===== config.mk =====
export PLATFORM = sky130hd
export DESIGN_NAME = nand_id_probe
export DESIGN_NICKNAME = d
export VERILOG_FILES = /design/src/rtl/nip_pkg.sv /design/src/rtl/nip_geom_decode.sv /design/src/rtl/nip_delay.sv /design/src/rtl/nand_id_probe.sv
export SDC_FILE = /design/constraint.sdc
export NUM_CORES = 1
export LEC_CHECK = 0
export BUFFER_PORTS_ARGS = -buffer_cell sky130_fd_sc_hd__buf_2
export CORE_MARGIN = 2
export CORE_UTILIZATION = 40
export CTS_CLUSTER_DIAMETER = 100
export CTS_CLUSTER_SIZE = 8
export DETAILED_ROUTE_END_ITERATION = 10
export PLACE_DENSITY = 0.65
export SLEW_MARGIN = 10
export SYNTH_ARGS = -nofsm -noshare
export SYNTH_HDL_FRONTEND = slang
export SYNTH_SLANG_ARGS = --single-unit

===== constraint.sdc =====
create_clock -name clk -period 2.7 [get_ports clk]
set_input_delay 0.27 -clock clk [delete_from_list [all_inputs] [get_ports clk]]
set_output_delay 0.27 -clock clk [all_outputs]
set_load 0.02 [all_outputs]

===== src/rtl/nip_pkg.sv =====
package nip_pkg;

    typedef enum logic [3:0] {
        S_IDLE, S_RST_CMD, S_RST_WAIT, S_ST_CMD, S_ST_READ,
        S_POLL_WAIT, S_ID_CMD, S_ID_ADDR, S_ID_READ, S_DONE
    } nip_state_e;

    typedef enum logic [1:0] {
        RES_OK          = 2'd0,
        RES_RST_TIMEOUT = 2'd1,
        RES_UNSUPPORTED = 2'd2,
        RES_BAD_GEOM    = 2'd3
    } nip_result_e;

    localparam logic [7:0] OP_RESET   = 8'hFF;
    localparam logic [7:0] OP_STATUS  = 8'h70;
    localparam logic [7:0] OP_READ_ID = 8'h90;
    localparam logic [7:0] ID_ADDR_B  = 8'h00;

    typedef struct packed {
        logic [15:0] page_bytes;
        logic [8:0]  spare_bytes;
        logic [19:0] block_bytes;
        logic [9:0]  pages_per_blk;
        logic [4:0]  ecc_chunks;
        logic        x16;
    } nip_geom_t;

endpackage


===== src/rtl/nip_geom_decode.sv =====
module nip_geom_decode
    import nip_pkg::*;
#(
    parameter int SUP_PAGE  = 2048,
    parameter int SUP_SPARE = 64,
    parameter int SUP_BLOCK = 131072
) (
    input  logic [7:0] id_byte,
    output nip_geom_t  geom,
    output logic       fits
);
    logic [1:0] pg_sel;
    logic [1:0] blk_sel;
    logic [3:0] pg_log2;

    always_comb begin
        pg_sel  = id_byte[1:0];
        blk_sel = id_byte[5:4];
        pg_log2 = {2'b00, pg_sel} + 4'd10;
        geom.page_bytes    = 16'd1024 << pg_sel;
        geom.ecc_chunks    = 5'(geom.page_bytes >> 9);
        geom.spare_bytes   = id_byte[2] ? {geom.ecc_chunks, 4'b0000}
                                        : {1'b0, geom.ecc_chunks, 3'b000};
        geom.block_bytes   = 20'd65536 << blk_sel;
        geom.pages_per_blk = 10'(geom.block_bytes >> pg_log2);
        geom.x16           = id_byte[6];
        fits = (geom.page_bytes  == 16'(SUP_PAGE))
            && (geom.spare_bytes == 9'(SUP_SPARE))
            && (geom.block_bytes == 20'(SUP_BLOCK));
    end
endmodule


===== src/rtl/nip_delay.sv =====
module nip_delay #(
    parameter int W = 8
) (
    input  logic         clk,
    input  logic         rst_n,
    input  logic         load,
    input  logic [W-1:0] val,
    output logic         zero
);
    logic [W-1:0] cnt_d, cnt_q;

    always_comb begin
        cnt_d = cnt_q;
        if (load)
            cnt_d = val;
        else if (cnt_q != '0)
            cnt_d = cnt_q - 1'b1;
    end

    always_ff @(posedge clk or negedge rst_n) begin
        if (!rst_n) cnt_q <= '0;
        else        cnt_q <= cnt_d;
    end

    assign zero = (cnt_q == '0);
endmodule


===== src/rtl/nand_id_probe.sv =====
module nand_id_probe
    import nip_pkg::*;
#(
    parameter int         CLK_KHZ    = 100000,
    parameter int         RESET_US   = 1000,
    parameter int         POLL_US    = 50,
    parameter int         POLL_LIMIT = 20000,
    parameter logic [7:0] MFR_ID     = 8'h2C,
    parameter logic [7:0] DEV_ID     = 8'hBA,
    parameter int         BLK_SHIFT  = 17,
    parameter int         PG_SHIFT   = 11
) (
    input  logic        clk,
    input  logic        rst_n,
    input  logic        start,
    input  logic        ext_verify,
    input  logic [7:0]  rd_data,
    output logic        cmd_we,
    output logic        addr_we,
    output logic        data_re,
    output logic [7:0]  wr_byte,
    output logic        done,
    output logic [1:0]  result,
    output logic [4:0]  blk_shift,
    output logic [4:0]  pg_shift,
    output logic [15:0] page_bytes,
    output logic [8:0]  spare_bytes,
    output logic [19:0] block_bytes,
    output logic [9:0]  pages_per_blk,
    output logic [4:0]  ecc_chunks,
    output logic        bus_x16
);
    localparam int RST_CYC  = CLK_KHZ * RESET_US / 1000;
    localparam int POLL_CYC = CLK_KHZ * POLL_US / 1000;
    localparam int MAX_CYC  = (RST_CYC > POLL_CYC) ? RST_CYC : POLL_CYC;
    localparam int TW       = $clog2(MAX_CYC + 1);
    localparam int PW       = $clog2(POLL_LIMIT + 1);

    typedef struct packed {
        nip_state_e  st;
        logic        ext;
        logic [PW-1:0] polls;
        logic [2:0]  idx;
        logic [7:0]  mfr;
        logic [7:0]  dev;
        logic [7:0]  geo;
        logic        done;
        nip_result_e res;
        nip_geom_t   geom;
        logic [4:0]  bsh;
        logic [4:0]  psh;
    } probe_t;

    probe_t        d, q;
    logic          tmr_load, tmr_zero, ready;
    logic [TW-1:0] tmr_val;
    nip_geom_t     dec;
    logic          dec_fits;
    logic          idle_w;

    nip_delay #(.W(TW)) u_delay (
        .clk(clk), .rst_n(rst_n), .load(tmr_load), .val(tmr_val), .zero(tmr_zero)
    );

    nip_geom_decode u_geom (.id_byte(q.geo), .geom(dec), .fits(dec_fits));

    always_comb begin
        d        = q;
        tmr_load = 1'b0;
        tmr_val  = '0;
        ready    = rd_data[6] & rd_data[5];
        case (q.st)
            S_IDLE, S_DONE: if (start) begin
                d.st    = S_RST_CMD;
                d.done  = 1'b0;
                d.res   = RES_OK;
                d.geom  = '0;
                d.bsh   = '0;
                d.psh   = '0;
                d.ext   = ext_verify;
                d.polls = '0;
            end
            S_RST_CMD: begin
                tmr_load = 1'b1;
                tmr_val  = TW'(RST_CYC - 1);
                d.st     = S_RST_WAIT;
            end
            S_RST_WAIT:  if (tmr_zero) d.st = S_ST_CMD;
            S_ST_CMD:    d.st = S_ST_READ;
            S_ST_READ: begin
                if (ready)
                    d.st = S_ID_CMD;
                else if (!q.ext)
                    d.st = S_ST_CMD;
                else if (q.polls == PW'(POLL_LIMIT)) begin
                    d.st   = S_DONE;
                    d.done = 1'b1;
                    d.res  = RES_RST_TIMEOUT;
                end else begin
                    d.polls  = q.polls + 1'b1;
                    tmr_load = 1'b1;
                    tmr_val  = TW'(POLL_CYC - 1);
                    d.st     = S_POLL_WAIT;
                end
            end
            S_POLL_WAIT: if (tmr_zero) d.st = S_ST_CMD;
            S_ID_CMD:    d.st = S_ID_ADDR;
            S_ID_ADDR: begin
                d.idx = '0;
                d.st  = S_ID_READ;
            end
            S_ID_READ: begin
                d.idx = q.idx + 1'b1;
                case (q.idx)
                    3'd0:    d.mfr = rd_data;
                    3'd1:    d.dev = rd_data;
                    3'd3:    d.geo = rd_data;
                    default: ;
                endcase
                if (q.idx == 3'd4) begin
                    d.st   = S_DONE;
                    d.done = 1'b1;
                    if (q.mfr != MFR_ID || q.dev != DEV_ID)
                        d.res = RES_UNSUPPORTED;
                    else if (!dec_fits)
                        d.res = RES_BAD_GEOM;
                    else begin
                        d.res  = RES_OK;
                        d.geom = dec;
                        d.bsh  = 5'(BLK_SHIFT);
                        d.psh  = 5'(PG_SHIFT);
                    end
                end
            end
            default: d.st = S_IDLE;
        endcase
    end

    always_ff @(posedge clk or negedge rst_n) begin
        if (!rst_n) begin
            q     <= '0;
            q.st  <= S_IDLE;
            q.res <= RES_OK;
        end else begin
            q <= d;
        end
    end

    assign idle_w  = (q.st == S_IDLE) || (q.st == S_DONE);
    assign cmd_we  = (q.st == S_RST_CMD) || (q.st == S_ST_CMD) || (q.st == S_ID_CMD);
    assign addr_we = (q.st == S_ID_ADDR);
    assign data_re = (q.st == S_ST_READ) || (q.st == S_ID_READ);
    assign wr_byte = (q.st == S_RST_CMD) ? OP_RESET  :
                     (q.st == S_ST_CMD)  ? OP_STATUS :
                     (q.st == S_ID_CMD)  ? OP_READ_ID : ID_ADDR_B;
    assign done          = q.done;
    assign result        = q.res;
    assign blk_shift     = q.bsh;
    assign pg_shift      = q.psh;
    assign page_bytes    = q.geom.page_bytes;
    assign spare_bytes   = q.geom.spare_bytes;
    assign block_bytes   = q.geom.block_bytes;
    assign pages_per_blk = q.geom.pages_per_blk;
    assign ecc_chunks    = q.geom.ecc_chunks;
    assign bus_x16       = q.geom.x16;
endmodule


# Word-level counts from Yosys, hierarchy flattened
# Index checks and enable logic that the tools add are counted.
[classes]
n_addsub = 4
eq_ne = 27
shift = 3
muxes = 37
bitwise = 1
reduce_logical = 25
[op_table]
columns = ["operator", "count"]
rows = [
  ["two-way mux 74 bit", 2],
  ["two-way mux 71 bit", 2],
  ["one-hot mux 71 bit (2 select lines)", 1],
  ["two-way mux 15 bit", 3],
  ["two-way mux 13 bit", 3],
  ["two-way mux 17 bit", 2],
  ["one-hot mux 17 bit (2 select lines)", 1],
  ["one-hot mux 4 bit (8 select lines)", 1],
  ["one-hot mux 15 bit (2 select lines)", 1],
  ["two-way mux 8 bit", 3],
  ["equality test 20 x 18 -> 1 bit, second input constant", 1],
  ["two-way mux 20 bit", 1],
  ["two-way mux 4 bit", 5],
  ["left shift 17 x 2 -> 20 bit, first input constant", 1],
  ["right shift 20 x 4 -> 10 bit", 1],
  ["zero test 17 bit", 1],
  ["nonzero test 17 bit", 1],
  ["subtractor 17 x 1 -> 17 bit, second input constant", 1],
  ["equality test 16 x 12 -> 1 bit, second input constant", 1],
  ["equality test 4 x 3 -> 1 bit, second input constant", 4],
  ["inequality test 2 bit, second input constant", 8],
  ["left shift 11 x 2 -> 16 bit, first input constant", 1],
  ["adder 15 x 1 -> 15 bit, second input constant", 1],
  ["equality test 15 bit, second input constant", 1],
  ["31 further kinds", 50],
]
[word_totals]
register_bits = 137
in_bits = 12
out_inout_bits = 85
elab_cells = 115

# Logic depth before layout (Yosys ltp)
[logic_depth]
ltp_word = 9
mapped_depth = 9
depth_no_buf = 7

# Cells and area by module
# From an unflattened synthesis, not the netlist that was laid out.
[hier_totals]
hier_cells = 638
hier_area_um2 = 6886.6
[by_module_without_submodules]
columns = ["module", "instances", "cells_each", "area_each_um2", "seq_area_each_um2"]
rows = [
  ["nand_id_probe", 1, 457, 5311.3, 2802.7],
  ["nip_delay", 1, 109, 1033.5, 425.4],
  ["nip_geom_decode", 1, 72, 541.8, 0.0],
]

# Least setup slack after synthesis
# OpenSTA, ideal clock, no wires.
[synth_path]
path_type = "flip-flop to flip-flop"
startpoint = "reg q[94] in the netlist's numbering"
endpoint = "reg q, in the netlist pages_per_blk[6]"
setup_ns = 0.128
arrival_ns = 1.950
required_ns = 2.572
slack_ns = 0.623
path_stages_with_launch = 7
n_path_buf = 1
synth_period_minus_slack_ns = 2.077
path_cell_list = "dfrtp_1 > or4bb_1 > nor4_2 > a21oi_1 > a21oi_4 > buf_4 > mux2_1"
[synth_via]
elab_chain_len = 4
[synth_rtl]
columns = ["element", "line_no", "text"]
rows = [
  ["from (decl)", "nand_id_probe.sv:54", "probe_t d, q;"],
  ["inequality test 8 x 6 -> 1 bit", "nand_id_probe.sv:123", "if (q.mfr != MFR_ID || q.dev != DEV_ID)"],
  ["logical OR 1 bit", "nand_id_probe.sv:123", ""],
  ["inequality test 2 bit (no source line)", "n/a", ""],
  ["AND reduction 5 bit (no source line)", "n/a", ""],
]
# No other way between the ends.
# A chain may end at the register's enable or synchronous reset.

# Worst setup path after layout
[layout_path]
startpoint = "reg q[120] in the netlist's numbering"
endpoint = "reg q[115] in the netlist's numbering"
[layout_via]
elab_chain_len = 4
elab_cells_between_ends = 11
classes_between = "eq/ne: 6; mux: 1; reduce/logical: 4"
[layout_rtl]
columns = ["element", "line_no", "text"]
rows = [
  ["equality test 4 bit / zero test 4 bit (equally long branches)", "nand_id_probe.sv:72", "case (q.st)"],
  ["OR reduction 2 bit", "nand_id_probe.sv:72", ""],
  ["inequality test 2 bit (no source line) / nonzero test 2 bit (equally long branches)", "n/a", ""],
  ["AND reduction 5 bit (no source line)", "n/a", ""],
]
# Several ways; a longest one is shown, not always the timed one.

==> qor.json <==
{
  "run_status": {
    "run_status": "completed"
  },
  "setup_path": {
    "start_kind": "flop",
    "worst_path_largest_cell_delay_ns": 0.75,
    "path_cells": "nor4b_4, a2111oi_2, nand2_1, or4_4, mux2i_1",
    "worst_setup_path_end_kind": "flop",
    "crit_path_dat_ns": 2.55,
    "critical_path.max_fanout": 20,
    "data_required_time_of_the_critical_path_ns": 2.92,
    "rr_startpoint": "q[120]",
    "reg2reg_depth": 5,
    "slowest_stage_cell_crit_path": "dfrtp_1",
    "register_to_register_setup_slack_ns": 0.37,
    "reg2reg_capture_point": "q[115]",
    "setup.worst_path.class": "reg -> reg"
  },
  "power": {
    "peakVddDrop_mv": 0.3143,
    "p_total_w": 0.002766,
    "net-switching-power_w": 0.0006298,
    "internal_power_w": 0.002136,
    "p_sw_share_pct": 22.77,
    "power.share.clock_pct": 45.9,
    "pwr-share-comb_pct": 4.6,
    "total_leakage_power_nw": 2.451,
    "seq_power_share_pct": 49.5,
    "power.density_nw_per_um2": 534.1
  },
  "global_routing": {
    "globalRouteTotalUtil_pct": 14.79,
    "first_global_vias": 3168,
    "largest_net_degree_at_the_start_of_global_routing": 52,
    "gr-total-overflow": 0,
    "first_pass_grt_wire_length_um": 15390,
    "antenna_found_initial": 0
  },
  "placed_design": {
    "finalWeightedCongestion": 0.8446,
    "dpl_worst_slack_ns": 0.4357,
    "numPortBuffers": 57,
    "detailedPlacementHpwl_um": 6599
  },
  "die": {
    "core_area_um2": 11910,
    "initial_utilization_pct": 40.50,
    "die_w_um": 113.8,
    "floorplan.io_pins": 97,
    "fp-row-count": 40,
    "design.die.area_um2": 12960,
    "die_h_um": 113.8
  },
  "synth": {
    "synthFlopType": "dfrtp_1",
    "asyncSetResetFlopFracSynth_pct": 100.0,
    "number_of_flops_mapped_to_enable_cells_by_yosys": 0,
    "synth_area_per_cell_um2": 10.27,
    "synth-warning-count": 0,
    "netlist_instances": 470,
    "synth.distinct_cells": 57,
    "proportion_of_synthesized_chip_area_in_sequential_cells_pct": 46.16,
    "synth.cell_area_um2": 4825,
    "ys_ff_latch": 89
  },
  "routing": {
    "drcViolationCount": 0,
    "totalWireLength_um": 9291,
    "route.detailed.wl_per_inst_um": 14.40,
    "detailroute.via_count": 3263,
    "drt_iter0_markers": 276,
    "detail_route.first_pass.iterations": 4,
    "vias_per_cell": 5.059,
    "drt.antenna.violating_nets": 0
  },
  "worst_hold_path": {
    "holdPathStages": 3,
    "min_from": "ext_verify",
    "holdPathEnd": "q[116]",
    "hold_class": "in -> reg"
  },
  "clock_network": {
    "clock_latency_ns": 0.34,
    "tritoncts": "done",
    "cts_resized": 0,
    "numCtsBuffers": 9,
    "clk_pin_slew_ns": 0.06,
    "worst_case_clock_buffer_depth": 2,
    "cts_post_setup_buffers_inserted": 0,
    "clock_tree.root_cell": "clkbuf_16",
    "cts_htree_levels": 3,
    "cts.sink_count": 89
  },
  "run": {
    "maxCapViolCount": 0
  },
  "timing": {
    "finalSetupViolations": 0,
    "tns_setup_ns": 0,
    "worst_pin_slew_ns": 0.6497,
    "slew-limit-headroom_pct": 56.68,
    "finalClockSkew_ns": 0.007387,
    "peak_freq_mhz": 429.0,
    "finalWorstSetupSlack_ns": 0.3691,
    "rsz0062_at_grt": "no",
    "fin_crit_sh_pct": 86.33,
    "slew_violations": 0,
    "post-route-min-period_ns": 2.331,
    "hold_violations": 0
  },
  "layout": {
    "most-common-layout-cells": "89 x dfrtp_1, 56 x buf_2, 45 x nand2_1",
    "most_common_cell_after_layout_fill_and_taps_aside": "dfrtp_1",
    "finish.utilization_pct": 43.48,
    "n_fill_cell": 1148,
    "finish.net_count": 513,
    "syn_to_final_growth_pct": 7.339,
    "proportion_of_layout_cells_with_a_drive_suffix_above_1_pct": 23.29,
    "num_antenna_cells": 0
  }
}
[worst max-delay path: cells and delay by family, from the launching register on]
family             cells  cell delay, ns
and+or+nand+nor        3            0.96
DFF                    1            0.75
AOI/OAI and AO/OA      1            0.36
muxes                  1            0.13
[flip-flops by register name, summed over array words and instances (netlist names)]
name	cells
done	1
result	2
pages_per_blk	9
page_bytes	4
blk_shift	1
q	45
spare_bytes	5
bus_x16	1
u_delay.cnt_q	17
block_bytes	4
[worst max-delay path by stage]
stage                     startpoint          endpoint  slack, ns  cells past startpoint
after floorplan                q[94]  pages_per_blk[6]       0.62                      6
after global placement        q[101]         result[1]       0.48                      7
after detailed placement      q[120]    spare_bytes[6]       0.44                      5
after CTS                     q[120]            q[115]       0.41                      5
after global routing          q[120]    spare_bytes[8]       0.21                      6
final                         q[120]            q[115]       0.37                      5
[cell usage after synthesis (all sizes together), types with 2 or more instances]
cell     n  area [um^2]
or4      8        63.81
mux2    29        326.6
o21ai   18        90.09
or4bb    2        22.52
or2      2        12.52
nor4b    6        67.56
nand3   12        60.06
xor2     9        78.83
clkbuf   7        26.28
a211oi   2        15.01
nand4    3        25.02
and2     2        12.51
and4     2        17.52
or3      3        18.77
nor4    13        93.84
a21oi   14        81.33
dfrtp   89         2227
o21a     2        15.01
nor3     5        25.02
inv     14        52.55
nand2   45        168.9
xnor2   11        96.34
nand2b   3        18.77
nor2b   21        131.4
nor3b    2        15.01
nor2    25        93.84
o31ai    7        52.55
and3     2        12.51
ha       8        100.1
buf     83        614.3
mux2i    4        40.04
[per-stage QoR]
step           cell area (um^2)  hold WS [ns]  instances
2_1_floorplan              4967      -0.02559        508
3_3_place_gp               4862        0.3359        628
3_5_place_dp               4862        0.3468        628
4_1_cts                    5179        0.1387        645
5_1_grt                    5179        0.1521        645
6_report                   5179        0.1454        645
[layout make-up]
class / instances / area (um^2) / area share [%]
sequential: 89 / 2227 / 43.01
multi-input combinational: 315 / 2053 / 39.65
timing repair buffer: 64 / 355.3 / 6.862
clock buffer: 11 / 242.7 / 4.687
tap: 147 / 183.9 / 3.552
clock inverter: 5 / 63.81 / 1.232
inverter: 14 / 52.55 / 1.015
[timing repair]
item                                    in CTS  in global routing
hold buffers                                 1                  0
endpoints found under the setup margin       0                  0
endpoints found under the hold margin       50                  0
[metal layers]
metal	vias to the layer above	GRT usage, %	wire, um
met5	-	0	0
met4	0	5.528	145
li1	1543	-	-
met1	1616	20.05	4324
met3	11	3.188	397
met2	93	23.39	4424
[power groups by stage]
stage,clock network [W],logic [W],registers (W)
after floorplan,0,0.000120,0.00139
after global placement,0,0.000125,0.00139
after detailed placement,0,0.000128,0.00139
after CTS,0.00130,0.000130,0.00137
after global routing,0.00135,0.000142,0.00137
final,0.00127,0.000127,0.00137
[cell families after synthesis]
kind of cell	after synthesis	share of synthesized area (%)
buf+inv	104	14.37
simple gates	160	18.57
other cells	1	0.07773
flops	89	46.16
mux	33	7.599
compound gates	55	7.521
xor+xnor	20	3.631
fa+ha+maj	8	2.075
Power figures use the tool's default switching activity.
